$ cat src/rtl/ddr_pre_pkg.sv
package ddr_pre_pkg;

  typedef enum logic [2:0] {
    CMD_NOP = 3'd0,
    CMD_ACT = 3'd1,
    CMD_RD  = 3'd2,
    CMD_RDA = 3'd3,
    CMD_PRE = 3'd4
  } cmd_e;

  typedef enum logic [2:0] {
    BK_IDLE = 3'd0,
    BK_OPEN = 3'd1,
    BK_READ = 3'd2,
    BK_RDAP = 3'd3,
    BK_PRE  = 3'd4
  } bank_st_e;

  typedef enum logic [2:0] {
    VIO_NONE      = 3'd0,
    VIO_ACT_OPEN  = 3'd1,
    VIO_ACT_TRP   = 3'd2,
    VIO_RD_CLOSED = 3'd3,
    VIO_PRE_TRAS  = 3'd4,
    VIO_PRE_AP    = 3'd5
  } vio_e;

  function automatic int ceil_div(input int num, input int den);
    return (num + den - 1) / den;
  endfunction

  function automatic int max2(input int a, input int b);
    return (a > b) ? a : b;
  endfunction

endpackage

$ cat src/rtl/ddr_bank_fsm.sv
module ddr_bank_fsm
  import ddr_pre_pkg::*;
#(
  parameter int CNT_W     = 4,
  parameter int TRAS_CYC  = 8,
  parameter int RP_CYC    = 4,
  parameter int PRE_POINT = 4
) (
  input  logic       clk,
  input  logic       rst_n,
  input  logic       sel_i,
  input  cmd_e       cmd_i,
  output logic       act_ok_o,
  output logic       pre_ok_o,
  output logic [2:0] vio_o
);

  localparam logic [CNT_W-1:0] RAS_LOAD = CNT_W'(TRAS_CYC - 1);
  localparam logic [CNT_W-1:0] BST_LOAD = CNT_W'(PRE_POINT - 1);
  localparam logic [CNT_W-1:0] RP_LOAD  = CNT_W'(RP_CYC - 1);
  localparam logic [CNT_W-1:0] ONE      = CNT_W'(1);
  localparam bank_st_e         PRE_DEST = (RP_CYC > 1) ? BK_PRE : BK_IDLE;

  bank_st_e         st_q, st_d;
  logic [CNT_W-1:0] ras_q, ras_d;
  logic [CNT_W-1:0] bst_q, bst_d;
  logic [CNT_W-1:0] rp_q, rp_d;
  logic             upd_en;

  logic bank_open;
  logic ras_met;
  logic accept;
  logic ap_fire;
  vio_e vio;

  assign bank_open = (st_q == BK_OPEN) || (st_q == BK_READ);
  assign ras_met   = (ras_q == '0);
  assign act_ok_o  = (st_q == BK_IDLE);
  assign pre_ok_o  = bank_open && ras_met;
  assign ap_fire   = (st_q == BK_RDAP) && (bst_q == '0) && ras_met;

  // Rule check for a command addressed to this bank.
  always_comb begin
    vio = VIO_NONE;
    if (sel_i) begin
      unique case (cmd_i)
        CMD_ACT: begin
          if (st_q == BK_PRE)       vio = VIO_ACT_TRP;
          else if (st_q != BK_IDLE) vio = VIO_ACT_OPEN;
        end
        CMD_RD, CMD_RDA: begin
          if (!bank_open) vio = VIO_RD_CLOSED;
        end
        CMD_PRE: begin
          if (bank_open && !ras_met) vio = VIO_PRE_TRAS;
          else if (st_q == BK_RDAP)  vio = VIO_PRE_AP;
        end
        default: vio = VIO_NONE;
      endcase
    end
  end

  assign vio_o  = vio;
  assign accept = sel_i && (vio == VIO_NONE);

  // Next-state logic: counters saturate at zero.
  always_comb begin
    st_d  = st_q;
    ras_d = ras_met ? ras_q : ras_q - ONE;
    bst_d = (bst_q == '0) ? bst_q : bst_q - ONE;
    rp_d  = (rp_q == '0) ? rp_q : rp_q - ONE;
    unique case (st_q)
      BK_IDLE: begin
        if (accept && cmd_i == CMD_ACT) begin
          st_d  = BK_OPEN;
          ras_d = RAS_LOAD;
        end
      end
      BK_OPEN, BK_READ: begin
        if (accept && cmd_i == CMD_RD) begin
          st_d  = BK_READ;
          bst_d = BST_LOAD;
        end else if (accept && cmd_i == CMD_RDA) begin
          st_d  = BK_RDAP;
          bst_d = BST_LOAD;
        end else if (accept && cmd_i == CMD_PRE) begin
          st_d = PRE_DEST;
          rp_d = RP_LOAD;
        end else if (st_q == BK_READ && bst_q == '0) begin
          st_d = BK_OPEN;
        end
      end
      BK_RDAP: begin
        if (ap_fire) begin
          st_d = PRE_DEST;
          rp_d = RP_LOAD;
        end
      end
      BK_PRE: begin
        if (rp_q <= ONE) st_d = BK_IDLE;
      end
      default: st_d = BK_IDLE;
    endcase
  end

  assign upd_en = sel_i || (st_q != BK_IDLE);

  always_ff @(posedge clk or negedge rst_n) begin
    if (!rst_n) begin
      st_q  <= BK_IDLE;
      ras_q <= '0;
      bst_q <= '0;
      rp_q  <= '0;
    end else if (upd_en) begin
      st_q  <= st_d;
      ras_q <= ras_d;
      bst_q <= bst_d;
      rp_q  <= rp_d;
    end
  end

  p_act_closes_r2: assert property (@(posedge clk) disable iff (!rst_n)
    (sel_i && cmd_i == CMD_ACT && act_ok_o) |=> !act_ok_o);

  p_early_pre_kept_r3: assert property (@(posedge clk) disable iff (!rst_n)
    (sel_i && cmd_i == CMD_PRE && bank_open && !ras_met) |=> bank_open);

  p_pre_closes_r4: assert property (@(posedge clk) disable iff (!rst_n)
    (sel_i && cmd_i == CMD_PRE && pre_ok_o) |=> (!pre_ok_o && !bank_open));

  p_ap_waits_tras_r7: assert property (@(posedge clk) disable iff (!rst_n)
    (st_q == BK_RDAP && !ras_met) |=> (st_q == BK_RDAP));

  p_idle_pre_ignored_r8: assert property (@(posedge clk) disable iff (!rst_n)
    (sel_i && cmd_i == CMD_PRE && st_q == BK_IDLE) |=> act_ok_o);

endmodule

$ cat config.mk
export PLATFORM = sky130hd
export DESIGN_NAME = ddr_bank_fsm
export DESIGN_NICKNAME = d
export VERILOG_FILES = /design/src/rtl/ddr_pre_pkg.sv /design/src/rtl/ddr_bank_fsm.sv
export SDC_FILE = /design/constraint.sdc
export NUM_CORES = 1
export LEC_CHECK = 0
export ABC_AREA = 1
export BUFFER_PORTS_ARGS = -buffer_cell sky130_fd_sc_hd__buf_2
export CORE_AREA = 4 4 52 54
export CTS_CLUSTER_DIAMETER = 30
export CTS_CLUSTER_SIZE = 12
export DETAILED_ROUTE_END_ITERATION = 12
export DIE_AREA = 0 0 56 58
export PLACE_DENSITY = 0.79
export SYNTH_ARGS = -nofsm -noshare
export SYNTH_HDL_FRONTEND = slang
export SYNTH_SLANG_ARGS = --single-unit
$ cat constraint.sdc
create_clock -name clk -period 2.3 [get_ports clk]
set_input_delay 0.23 -clock clk [delete_from_list [all_inputs] [get_ports clk]]
set_output_delay 0.23 -clock clk [all_outputs]
set_load 0.02 [all_outputs]
Word-level counts from Yosys, hierarchy flattened. Cells that the tools add are included.

Mux-type cells: 28. Add/subtract/negate cells: 3. Equal/unequal tests: 12. Reductions and logical operators: 22. Order comparisons: 1.

Operators with widths (number): two-way mux 4 bit (12); two-way mux 3 bit (10); == test 3 x 2 -> 1 bit, second input constant (4); logical NOT 4 bit (3); one-hot mux 3 bit (4 select lines) (1); subtractor 4 x 1 -> 4 bit, second input constant (3); logical AND 1 bit (10); one-hot mux 3 bit (3 select lines) (1); one-hot mux 4 bit (2 select lines) (1); == test 3 x 1 -> 1 bit, second input constant (2); == test 3 bit, second input constant (2); logical NOT 3 bit (2); inequality test 5 bit, second input constant (1); AND reduction 5 bit (1); <= comparator 4 x 1 -> 1 bit, second input constant (1); two-way mux 2 bit (2); inequality test 2 x 1 -> 1 bit, second input constant (2); OR reduction 2 bit (2); nonzero test 3 bit (1); logical OR 1 bit (2); inequality test 2 bit, second input constant (1); logical NOT 1 bit (1); two-way mux 1 bit (1).

Input port bits: 6. Register bits after elaboration: 15.

Logic depth before layout (Yosys ltp). Gate-level depths: netlist of the first run.

Depth in word-level cells: 13. Gate-level depth with buffers: 13. Mapped depth without buffers: 13.

Worst setup path after synthesis of the first run. OpenSTA, ideal clock, no wires.

Path kind: reg-to-reg. Start point: register st_q[0]. End point: register rp_q[0]. Data arrival time: 1.610 ns. Setup slack: 0.571 ns. Required time: 2.180 ns. Setup time: 0.120 ns. Buffers on the path: 1. Clock period less this slack: 1.729 ns. Cell stages (with the launch flop): 10. Cell sequence: dfrtp_1 -> inv_1 -> nand2_2 -> nor2_1 -> inv_1 -> nor2_4 -> inv_2 -> buf_6 -> o21ai_0 -> inv_1.

Word-level cells in the longest chain between the ends: 13. Elaborated cells on any way between the ends: 28. Classes of those cells: eq/ne: 4; mux: 12; reduce/logical: 12.

Ends and longest elaborated chain: from (decl) (RTL line ddr_bank_fsm.sv:24) `bank_st_e st_q, st_d;`; from (signal assigned) (RTL line ddr_bank_fsm.sv:115) `st_q <= st_d;`; == test 3 x 1 -> 1 bit or == test 3 x 2 -> 1 bit (tied branches) (RTL line ddr_bank_fsm.sv:36, ddr_bank_fsm.sv:72); logical OR 1 bit (RTL line ddr_bank_fsm.sv:36) `assign bank_open = (st_q == BK_OPEN) || (st_q == BK_READ);`; logical AND 1 bit (RTL line ddr_bank_fsm.sv:55) `if (bank_open && !ras_met) vio = VIO_PRE_TRAS;`; two-way mux 3 bit (RTL line ddr_bank_fsm.sv:55); one-hot mux 3 bit (3 select lines) (RTL line ddr_bank_fsm.sv:46) `unique case (cmd_i)`; two-way mux 3 bit (RTL line ddr_bank_fsm.sv:45) `if (sel_i) begin`; logical NOT 3 bit (RTL line ddr_bank_fsm.sv:64) `assign accept = sel_i && (vio == VIO_NONE);`; logical AND 1 bit (RTL line ddr_bank_fsm.sv:64); logical AND 1 bit (RTL line ddr_bank_fsm.sv:86) `end else if (accept && cmd_i == CMD_PRE) begin`; two-way mux 4 bit (RTL line ddr_bank_fsm.sv:86); two-way mux 4 bit (RTL line ddr_bank_fsm.sv:83) `end else if (accept && cmd_i == CMD_RDA) begin`; two-way mux 4 bit (RTL line ddr_bank_fsm.sv:80) `if (accept && cmd_i == CMD_RD) begin`; one-hot mux 4 bit (2 select lines) (RTL line ddr_bank_fsm.sv:72) `unique case (st_q)`; to (signal assigned) (RTL line ddr_bank_fsm.sv:118) `rp_q <= rp_d;`; to (decl) (RTL line ddr_bank_fsm.sv:27) `logic [CNT_W-1:0] rp_q, rp_d;`.

Parallel ways exist; a longest one is shown, timed or not. A chain may end at the register's enable or synchronous reset.

Final worst setup path of the first run.
Start point: register ras_q[0]. End point: register st_q[1].

Word-level cells in the longest chain between the ends: 13. Elaborated cells on any way between the ends: 21. Classes of those cells: eq/ne: 3; mux: 7; reduce/logical: 11.

Ends and longest elaborated chain: from (decl) (RTL line ddr_bank_fsm.sv:25) `logic [CNT_W-1:0] ras_q, ras_d;`; from (signal assigned) (RTL line ddr_bank_fsm.sv:116) `ras_q <= ras_d;`; logical NOT 4 bit * (RTL line ddr_bank_fsm.sv:37) `assign ras_met = (ras_q == '0);`; logical NOT 1 bit (RTL line ddr_bank_fsm.sv:55); logical AND 1 bit (RTL line ddr_bank_fsm.sv:55); two-way mux 3 bit (RTL line ddr_bank_fsm.sv:55); one-hot mux 3 bit (3 select lines) (RTL line ddr_bank_fsm.sv:46); two-way mux 3 bit (RTL line ddr_bank_fsm.sv:45); logical NOT 3 bit (RTL line ddr_bank_fsm.sv:64); logical AND 1 bit (RTL line ddr_bank_fsm.sv:64); logical AND 1 bit (RTL line ddr_bank_fsm.sv:86); two-way mux 3 bit (RTL line ddr_bank_fsm.sv:86); two-way mux 3 bit (RTL line ddr_bank_fsm.sv:83); two-way mux 3 bit (RTL line ddr_bank_fsm.sv:80); one-hot mux 3 bit (4 select lines) (RTL line ddr_bank_fsm.sv:72).

Mark *: on every way between the ends. The rest lies on a longest branch, timed or not.

==> metrics.cfg, run 1 <==
[setup_path]
crit_path_max_fanout = 5
cp_data_arrival_time_ns = 2.19
worst-endpoint-required_ns = 2.48
crit_path_top_delay_cell = dfrtp_1
end_kind = flip-flop
timing.critical_path.mode_cell = nand2_1
timing.critical_path.cells = inv_1 > ha_1 > nand2_1 > nor2_1 > nand2_1 > a21boi_0 > nand4_2 > a21oi_2 > nand2_2 > nand2_1 > nand2_1
worstSetupPathType = flip-flop to flip-flop
worst-r2r-setup-slack_ns = 0.29
worstSetupStartpointType = flip-flop
critical_path.max_stage_delay_ns = 0.40

[routing]
drt_first_iter_violations = 51
route.detailed.vias_per_inst = 5.271
drt_pass_1_iters = 4
routed-via-count = 1149
detail_route.drc_violations = 0
ant_nets = 0
wirelength_mm = 2.527
routedWlPerCell_um = 11.59

[cts]
cts_max_level = 1
cts_tree = built
insertion_delay_ns = 0.28
cts.sinks = 15
cts-root-buf = clkbuf_4
cts_made_buffers = 3
worst_setup_hold_path_clk_slew_ns = 0.08
cts_buffer_depth = 2
cts_hold_buf = 1
post-cts-setup-buffers = 0
postCtsResizedCells = 0

[global_route]
wire_length_of_the_first_global_routing_pass_mm = 4.429
globalRouteOverflowTotal = 0
grt_start_max_net_pins = 16
global_route.usage.total_pct = 16.73
grt_antenna_before_repair = 0
first_global_vias = 1055

[yosys]
synth_cell_types = 24
synth_seq_area_share_pct = 31.75
synth.ff_latch_count = 15
synthesis.area_mm2 = 0.001182
yosys_warnings = 0
postSynthNetCount = 188
netlist_instances = 176
synthesis.area_per_instance_um2 = 6.718

[cells_and_area]
cell_count_final_fillers_out = 218
layout_commonest_cell = nand2_1
utilization_pct = 58.43
most_frequent_cells_in_the_layout = nand2_1, inv_1, nor2_1, nand3_1, dfrtp_1
num-nets-final = 203
nFillCells = 223
syn_to_final_growth_pct = 9.312
diode_count = 0
drive_above_1_share_pct = 14.21

[timing]
timing_worst_slew_pin_value_ns = 0.3440
slew_viol_final = 0
setup-tns-final_ns = 0
grt_setup_unrepaired = false
finalClockSkew_ns = 0.001601
timing_hold_violations_final = 0
slew_headroom_pct = 77.06
layout_worst_path_cycle_share_pct = 87.59
layout_min_cycle_time_ns = 2.014
max_freq_mhz = 496.4
finalSetupViolations = 0

[floorplan]
std_cell_rows = 17
chipHeight_um = 58
core_region_area_mm2 = 0.002212
floorplan.initialDensity_pct = 53.45
die_width_um = 56
top_level_ports = 11
design.die.area_mm2 = 0.003248

[place]
routability_congestion = 0.9533
count_of_placed_standard_cells_including_taps = 213
buffer_ports.inserted = 10
place_hpwl_mm = 2.019

[power_and_ir_drop]
cellPowerDensity_mw_per_mm2 = 1356
max-vdd-ir-drop_mv = 0.7495
power.static_leakage_nw = 0.7083

[worst_hold_path]
worst_hold_path_type = input port to flip-flop

[run_status]
outcome = finished clean

[job]
drv.max_cap_violation_count = 0

## cell type report
class / count / area [um2] / area share [%]
multi-input cells: 132 / 690.7 / 53.44
flip-flops and latches: 15 / 375.4 / 29.04
inverters: 28 / 105.1 / 8.132
repair buffers: 11 / 60.06 / 4.647
well taps: 28 / 35.03 / 2.711
clock buffers: 4 / 26.28 / 2.033
## registers in the layout, indices dropped and copies added, names as in the netlist
register,cells
rp_q,4
st_q,3
ras_q,4
bst_q,4
## per-layer routing
metal	vias to the layer above	global-route usage, %	wire length [um]	part of all wire [%]
met5	-	0	0	0
met4	0	5.763	33	1.3
met3	5	2.450	163	6.5
met2	45	29.38	1166	46
met1	509	21.02	1163	46
li1	590	-	-	-
## worst max-delay path: cells and delay by family (launching register included)
| family | cells | cell delay [ns] |
|---|---|---|
| AOI/OAI and AO/OA | 2 | 0.52 |
| adders and majority gates | 1 | 0.15 |
| buffers and inverters | 1 | 0.10 |
| DFF | 1 | 0.40 |
| and+or+nand+nor | 7 | 0.75 |
## worst paths after layout
| kind | from | endpoint | depth (start not counted) |
|---|---|---|---|
| setup / recovery | ras_q[0] | st_q[1] | 11 |
| hold / removal | sel_i | rp_q[3] | 4 |
| setup reg to reg | ras_q[0] | st_q[1] | 11 |
| hold reg to reg | bst_q[0] | bst_q[0] | 2 |
| max in group asynchronous | rst_n | st_q[0] | 2 |
| min in group asynchronous | rst_n | bst_q[1] | 2 |
## cells in the mapped netlist
cell | count | share of area, %
a21boi_0 | 1 | 0.64
o211ai_1 | 2 | 1.3
nand3_1 | 22 | 9.3
xor2_1 | 4 | 3.0
a21oi_2 | 1 | 0.74
nor2_1 | 22 | 7.0
buf_6 | 1 | 0.95
inv_2 | 3 | 0.95
xnor2_1 | 2 | 1.5
nor2_4 | 1 | 0.95
nand2_1 | 45 | 14
a31oi_1 | 1 | 0.53
nand2_2 | 3 | 1.6
nor2_2 | 4 | 2.1
inv_1 | 25 | 7.9
a21oi_1 | 1 | 0.42
o31ai_1 | 1 | 0.64
o21ai_1 | 1 | 0.42
nor3_1 | 5 | 2.1
o22ai_1 | 1 | 0.53
dfrtp_1 | 15 | 32
ha_1 | 6 | 6.3
nand4_2 | 2 | 2.1
o21ai_0 | 7 | 3.0
## through the flow
step,setup slack [ns],hold slack [ns],cell area [um2],power [mW]
5_1_grt,0.1334,0.3626,1292,1.940
3_5_place_dp,0.3477,0.1588,1256,1.597
2_1_floorplan,0.5706,-0.06559,1182,1.374
4_1_cts,0.3121,0.3460,1292,1.756
6_report,0.2855,0.3581,1292,1.753
3_3_place_gp,0.3857,0.1529,1256,1.551
## power by group
| group | internal [mW] | switching (mW) |
|---|---|---|
| registers | 0.399 | 0.111 |
| clock network | 0.0673 | 0.0803 |
| logic | 0.399 | 0.696 |
| total | 0.866 | 0.887 |
## logic make-up (layout without fill, tap and decap cells)
| family | count (synthesis) | in the layout | share of synthesized area, % |
|---|---|---|---|
| XOR/XNOR | 6 | 6 | 4.444 |
| adder cells (fa/ha/maj) | 6 | 6 | 6.349 |
| AND/OR/NAND/NOR | 104 | 104 | 39.47 |
| flip-flops | 15 | 15 | 31.75 |
| AO/OA/AOI/OAI | 16 | 16 | 8.148 |
| buffers and inverters | 29 | 43 | 9.841 |
(Power assumes the default switching activity.)
==> run 2, diff against run 1 <==
--- a/config.mk
+++ b/config.mk
@@ -7,12 +7,14 @@
 export LEC_CHECK = 0
 export ABC_AREA = 1
 export BUFFER_PORTS_ARGS = -buffer_cell sky130_fd_sc_hd__buf_2
-export CORE_AREA = 4 4 52 54
+export CELL_PAD_IN_SITES_DETAIL_PLACEMENT = 0
+export CELL_PAD_IN_SITES_GLOBAL_PLACEMENT = 1
+export CORE_AREA = 4 4 59 61
 export CTS_CLUSTER_DIAMETER = 30
 export CTS_CLUSTER_SIZE = 12
 export DETAILED_ROUTE_END_ITERATION = 12
-export DIE_AREA = 0 0 56 58
-export PLACE_DENSITY = 0.79
+export DIE_AREA = 0 0 63 65
+export PLACE_DENSITY = 0.82
 export SYNTH_ARGS = -nofsm -noshare
 export SYNTH_HDL_FRONTEND = slang
 export SYNTH_SLANG_ARGS = --single-unit
==> constraint.sdc (replaced) <==
create_clock -name clk -period 1.87 [get_ports clk]
set_input_delay 0.187 -clock clk [delete_from_list [all_inputs] [get_ports clk]]
set_output_delay 0.187 -clock clk [all_outputs]
set_load 0.02 [all_outputs]
==> run 2 against run 1 <==
Against the previous run: non-clock buffer count up 4; clock power grew 22%; utilization shrank 12 points; sequential cell count unchanged; design area rose by 6.5%; first-iteration DRC count rose by 12%; critical path depth decreased by 3; worst setup slack got worse by 0.16 ns; clock skew grew 0.0022 ns; wire length grew 7.6%; clock-buffer cell count is the same; via count is 2.3% higher.
==> metrics.cfg, run 2 (same netlist as run 1, synthesis figures left out) <==
[routing]
wirelength_mm = 2.720  ; +7.6%
drt_pass_1_iters = 4  ; unchanged
drt_first_iter_violations = 57  ; +12%
ant_nets = 0  ; unchanged
routed-via-count = 1176  ; +2.3%
routedWlPerCell_um = 11.98  ; +3.4%
route.detailed.vias_per_inst = 5.181  ; -1.7%
detail_route.drc_violations = 0  ; unchanged

[setup_path]
critical_path.max_stage_delay_ns = 0.46  ; +0.06 ns
timing.critical_path.mode_cell = nand2_1
timing.critical_path.cells = nor2_4 > nand2_1 > nor2_2 > inv_1 > nand2_1 > nand2_1 > inv_1 > buf_2
crit_path_max_fanout = 5  ; unchanged
worst-r2r-setup-slack_ns = 0.14  ; -0.15 ns
worstSetupPathType = flip-flop to output port
crit_path_top_delay_cell = dfrtp_2
cp_data_arrival_time_ns = 1.55  ; -0.64 ns
worst_r2r_startpoint = st_q[1]
worst-endpoint-required_ns = 1.68  ; -0.80 ns
reg2regPathDepth = 11  ; unchanged
end_kind = output port
crit-reg2reg-capture = rp_q[1]
worstSetupStartpointType = flip-flop
startpoint = st_q[1]

[cells_and_area]
biggest_registers_after_layout = bst_q: 4 flops, ras_q: 4 flops, rp_q: 4 flops
utilization_pct = 46.22  ; -12 points
layout_commonest_cell = nand2_1
syn_to_final_growth_pct = 16.40
diode_count = 0  ; unchanged
num-nets-final = 207  ; +2.0%
most_frequent_cells_in_the_layout = nand2_1, inv_1, nand3_1, nor2_1, dfrtp_1
drive_above_1_share_pct = 22.68  ; +8.5 points

[worst_hold_path]
min_path_cells = 4  ; unchanged
hold-path-endpoint = rp_q[3]
worst_hold_startpoint = sel_i
worst_hold_path_type = input port to flip-flop

[power_and_ir_drop]
power.static_leakage_nw = 0.7270  ; +2.6%
power.share.combinational_pct = 63.7  ; +1.2 points
cellPowerDensity_mw_per_mm2 = 1674  ; +23%
max-vdd-ir-drop_mv = 0.7357  ; -1.8%
share_seq_of_total_power_pct = 28.4  ; -0.7 points
net-switching-power_mw = 1.167  ; +31%
p_clk_share_pct = 7.9  ; -0.5 points
int_power_mw = 1.138  ; +31%
power.share.switching_pct = 50.63  ; about the same
design_power_total_mw = 2.304  ; +31%

[floorplan]
core_region_area_mm2 = 0.002978  ; +35%
floorplan.initialDensity_pct = 39.71  ; -14 points
chipHeight_um = 65  ; +12%
std_cell_rows = 20  ; +3
design.die.area_mm2 = 0.004095  ; +26%
die_width_um = 63  ; +13%
top_level_ports = 11  ; unchanged

[timing]
finalSetupViolations = 0  ; unchanged
layout_min_cycle_time_ns = 1.741
finalClockSkew_ns = 0.003804  ; +0.002204 ns
setup-tns-final_ns = 0  ; unchanged
slew_viol_final = 0  ; unchanged
grt_setup_unrepaired = true
timing_worst_slew_pin_value_ns = 0.3483  ; +0.004240 ns
max_freq_mhz = 574.5
timing_hold_violations_final = 0  ; unchanged
slew_headroom_pct = 76.78  ; -0.28 points
layout_worst_path_cycle_share_pct = 93.08

[global_route]
grt_antenna_before_repair = 0  ; unchanged
globalRouteOverflowTotal = 0  ; unchanged
first_global_vias = 1138  ; +7.9%
wire_length_of_the_first_global_routing_pass_mm = 4.767  ; +7.6%
global_route.usage.total_pct = 14.31  ; -2.4 points
grt_start_max_net_pins = 16  ; unchanged

[place]
buffer_ports.inserted = 10  ; unchanged
routability_congestion = 0.8074  ; -15%
place_hpwl_mm = 2.185  ; +8.2%

[run_status]
outcome = finished clean

[cts]
cts_max_level = 1  ; unchanged
cts_buffer_depth = 2  ; unchanged
worst_setup_hold_path_clk_slew_ns = 0.08  ; about the same
cts_made_buffers = 3  ; unchanged
insertion_delay_ns = 0.28  ; about the same
cts.sinks = 15  ; unchanged
cts_tree = built
cts-root-buf = clkbuf_4

[job]
drv.max_cap_violation_count = 0  ; unchanged

==> run 2: cell count changes in the layout (fill, tap and decap cells not counted), sizes merged <==
cell	before	now
buf	10	14
==> run 2: worst max path at each step <==
stage               endpoint  slack [ns]  cells past startpoint
global route         rp_q[1]       -0.02                     11
detailed placement   st_q[1]        0.02                     11
global placement     st_q[1]        0.02                     11
CTS                 vio_o[1]        0.02                      8
finish              vio_o[1]        0.13                      8
floorplan            rp_q[0]        0.14                      9
==> run 2: critical path: cells and delay by family, from the launching register on <==
family / cells / cell delay (ns)
DFF: 1 / 0.46
and+or+nand+nor: 5 / 0.53
buffers and inverters: 3 / 0.29
==> run 2: per-stage QoR <==
stage | cell area, um2 | std cells | setup slack (ns) | hold slack, ns
4_1_cts | 1329 | 227 | 0.01977 | 0.3179
6_report | 1376 | 227 | 0.1294 | 0.3144
5_1_grt | 1376 | 227 | -0.02036 | 0.3581
3_3_place_gp | 1285 | 221 | 0.02087 | 0.1025
2_1_floorplan | 1182 | 176 | 0.1406 | -0.1086
3_5_place_dp | 1285 | 221 | 0.01801 | 0.1126
==> run 2: what timing repair did <==
action / 4_1_cts / 5_1_grt
buffers inserted: 1 / 0
pin swaps: 2 / 2
hold buffers: 1 / 0
hold endpoints to repair: 15 / 0
setup endpoints to repair: 2 / 11
gates cloned: 0 / 0
gates resized for setup: 0 / 17
==> run 2: per-layer routing <==
layer  global-route usage [%]  vias to the layer above  part of all wire [%]
met5                        0                        -                     0
met4                    4.959                        0                   1.7
li1                         -                      598                     -
met1                    17.36                      554                    47
met2                    26.09                       20                    49
met3                    1.560                        4                   3.0
==> run 2: final cells by class <==
type | count | area [um2]
Fill cell | 310 | 1602
Multi-Input combinational cell | 132 | 734.5
Sequential cell | 15 | 379.1
Inverter | 28 | 105.1
Timing Repair Buffer | 15 | 90.09
Tap cell | 33 | 41.29
Clock buffer | 4 | 26.28
==> run 2: power groups by stage <==
stage               combinational (mW)  clock [mW]  sequential, mW
CTS                               1.41       0.185           0.628
detailed placement                1.40           0           0.634
floorplan                         1.09           0           0.604
global placement                  1.35           0           0.624
global route                      1.69       0.202           0.674
finish                            1.47       0.181           0.655
==> run 3, diff against run 2 <==
==> config.mk (replaced) <==
export PLATFORM = sky130hd
export DESIGN_NAME = ddr_bank_fsm
export DESIGN_NICKNAME = d
export VERILOG_FILES = /design/src/rtl/ddr_pre_pkg.sv /design/src/rtl/ddr_bank_fsm.sv
export SDC_FILE = /design/constraint.sdc
export NUM_CORES = 1
export LEC_CHECK = 0
export ABC_AREA = 1
export CELL_PAD_IN_SITES_DETAIL_PLACEMENT = 0
export CELL_PAD_IN_SITES_GLOBAL_PLACEMENT = 1
export CORE_AREA = 4 4 57 59
export CTS_CLUSTER_DIAMETER = 30
export CTS_CLUSTER_SIZE = 12
export DETAILED_ROUTE_END_ITERATION = 12
export DIE_AREA = 0 0 61 63
export DONT_BUFFER_PORTS = 1
export PLACE_DENSITY = 0.83
export SYNTH_ARGS = -nofsm -noshare
export SYNTH_HDL_FRONTEND = slang
export SYNTH_SLANG_ARGS = --single-unit
==> run 3 against run 2 <==
Against the previous run: worst setup slack worse by 0.014 ns; global-route usage is 1.5 points higher; utilization is 3.8 points higher; non-clock buffer count shrank 7; die area shrank 6.2%; design area fell by 1.5%; via count shrank 2.4%; critical path depth is the same; sequential power up 1%; clock-buffer cell count did not move; critical endpoint unchanged.
==> metrics.cfg, run 3 (same netlist as run 1, synthesis figures left out) <==
[setup_path]
buf_inv_on_cp = 3  ; unchanged
timing.critical_path.mode_cell = nand2_1
end_kind = output port
worstSetupPathType = flip-flop to output port
crit_path_max_fanout = 5  ; unchanged
worst-endpoint-required_ns = 1.68  ; about the same
cp_data_arrival_time_ns = 1.57  ; +0.02 ns
critical_path.max_stage_delay_ns = 0.47  ; about the same
worst-r2r-setup-slack_ns = 0.13  ; about the same
worstSetupStartpointType = flip-flop
crit_path_top_delay_cell = dfrtp_2
timing.critical_path.cells = nor2_4 > nand2_1 > nor2_2 > inv_1 > nand2_1 > nand2_1 > inv_1 > buf_4
kind_of_cell_adding_the_most_delay_to_the_critical_path = simple AND/OR/NAND/NOR gates

[timing]
slew_viol_final = 0  ; unchanged
timing_worst_slew_pin_value_ns = 0.6933  ; +0.3450 ns
timing_hold_violations_final = 0  ; unchanged
finalClockSkew_ns = 0.003262  ; -0.0005425 ns
layout_worst_path_cycle_share_pct = 93.84  ; +0.76 points
max_freq_mhz = 569.9  ; -0.81%
layout_min_cycle_time_ns = 1.755  ; +0.01418 ns
slew_headroom_pct = 53.63  ; -23 points
holdWs_ns = 0.2036  ; -0.1108 ns
setup-tns-final_ns = 0  ; unchanged
finalSetupViolations = 0  ; unchanged

[cts]
cts-root-buf = clkbuf_4
insertion_delay_ns = 0.28  ; about the same
cts_buffer_depth = 2  ; unchanged
post-cts-setup-buffers = 0  ; -1
worst_setup_hold_path_clk_slew_ns = 0.09  ; about the same
cts_max_level = 1  ; unchanged
cts_tree = built
cts_made_buffers = 3  ; unchanged
cts.sinks = 15  ; unchanged

[routing]
route.detailed.vias_per_inst = 5.266  ; +1.6%
routedWlPerCell_um = 12.48  ; +4.1%
drt_pass_1_iters = 4  ; unchanged
routed-via-count = 1148  ; -2.4%
wirelength_mm = 2.720  ; unchanged
drt_first_iter_violations = 88  ; +54%
ant_nets = 0  ; unchanged
detail_route.drc_violations = 0  ; unchanged

[cells_and_area]
most_frequent_cells_in_the_layout = nand2_1, inv_1, nand3_1, nor2_1, dfrtp_1
cell_count_final_fillers_out = 218  ; -4.0%
num-nets-final = 200  ; -3.4%
multiInputGateArea_um2 = 744.5  ; +1.4%
biggest_registers_after_layout = bst_q: 4 flops, ras_q: 4 flops, rp_q: 4 flops
layout_commonest_cell = nand2_1
final_design_area_no_fill_mm2 = 0.001356  ; -1.5%
syn_to_final_growth_pct = 14.71
seq_area_um2 = 379.1  ; unchanged
diode_count = 0  ; unchanged
nFillCells = 271  ; -13%
drive_above_1_share_pct = 20.32  ; -2.4 points

[power_and_ir_drop]
max-vdd-ir-drop_mv = 0.9003  ; +22%
design_power_total_mw = 2.277  ; -1.2%
cellPowerDensity_mw_per_mm2 = 1679  ; +0.26%
power.static_leakage_nw = 0.7004  ; -3.6%

[global_route]
first_global_vias = 1144  ; +0.53%
globalRouteOverflowTotal = 0  ; unchanged
grt_start_max_net_pins = 16  ; unchanged
global_route.usage.total_pct = 15.82  ; +1.5 points
wire_length_of_the_first_global_routing_pass_mm = 4.781  ; +0.29%
grt_antenna_before_repair = 0  ; unchanged

[floorplan]
core_region_area_mm2 = 0.002710  ; -9.0%
floorplan.initialDensity_pct = 43.63  ; +3.9 points
die_width_um = 61  ; -3.2%
std_cell_rows = 19  ; -5.0%
design.die.area_mm2 = 0.003843  ; -6.2%
top_level_ports = 11  ; unchanged
chipHeight_um = 63  ; -3.1%

[place]
routability_congestion = 0.7908  ; -2.1%
place_hpwl_mm = 2.197  ; +0.54%
buffer_ports.inserted = 0  ; -10
detailed_place.area_mm2 = 0.001262  ; -1.8%
count_of_placed_standard_cells_including_taps = 213  ; -3.6%

[job]
drv.max_cap_violation_count = 0  ; unchanged

[worst_hold_path]
worst_hold_path_type = input port to flip-flop

[run_status]
outcome = finished clean

-- run 3: where the power goes --
group | leakage [nW] | internal, mW | switching, mW
combinational | 0.506 | 0.549 | 0.880
clock | 0.0150 | 0.0827 | 0.103
sequential | 0.179 | 0.496 | 0.166
-- run 3: worst paths after layout --
kind,startpoint,to,cells after the start
hold reg to reg,bst_q[0],bst_q[0],2
hold / removal,sel_i,rp_q[2],4
max in group asynchronous,rst_n,st_q[0],1
setup / recovery,st_q[1],vio_o[1],8
setup reg to reg,st_q[0],rp_q[3],12
min in group asynchronous,rst_n,bst_q[1],1
-- run 3: timing repair --
action / CTS / global route
setup endpoints to repair: 0 / 12
resized for setup: 0 / 20
hold endpoints to repair: 15 / 0
hold buffers: 1 / 0
-- run 3: area by class of cell --
type | instances | area share [%]
Sequential cell | 15 | 27.95
Tap cell | 31 | 2.860
Inverter | 28 | 7.749
Timing Repair Buffer | 8 | 4.613
Clock buffer | 4 | 1.937
Multi-Input combinational cell | 132 | 54.89
-- run 3: per-stage QoR --
step                setup slack (ns)  utilization [%]
finish                        0.1152            50.05
global route                -0.01925            50.05
CTS                          0.01959            47.92
detailed placement           0.06724            46.58
global placement              0.1143            46.58
floorplan                     0.1406                -
-- run 3: per-layer routing --
| metal | track usage [%] | vias to the layer above | routed length [um] |
|---|---|---|---|
| li1 | - | 587 | - |
| met1 | 20.18 | 539 | 1264 |
| met2 | 26.60 | 18 | 1345 |
| met3 | 2.686 | 4 | 82 |
| met4 | 4.607 | 0 | 27 |
| met5 | 0 | - | 0 |
-- run 3: worst reg2reg max path: cells and delay by family, from the launching register on --
family,cells,cell delay (ns)
AND/OR/NAND/NOR,12,1.16
flip-flops,1,0.46
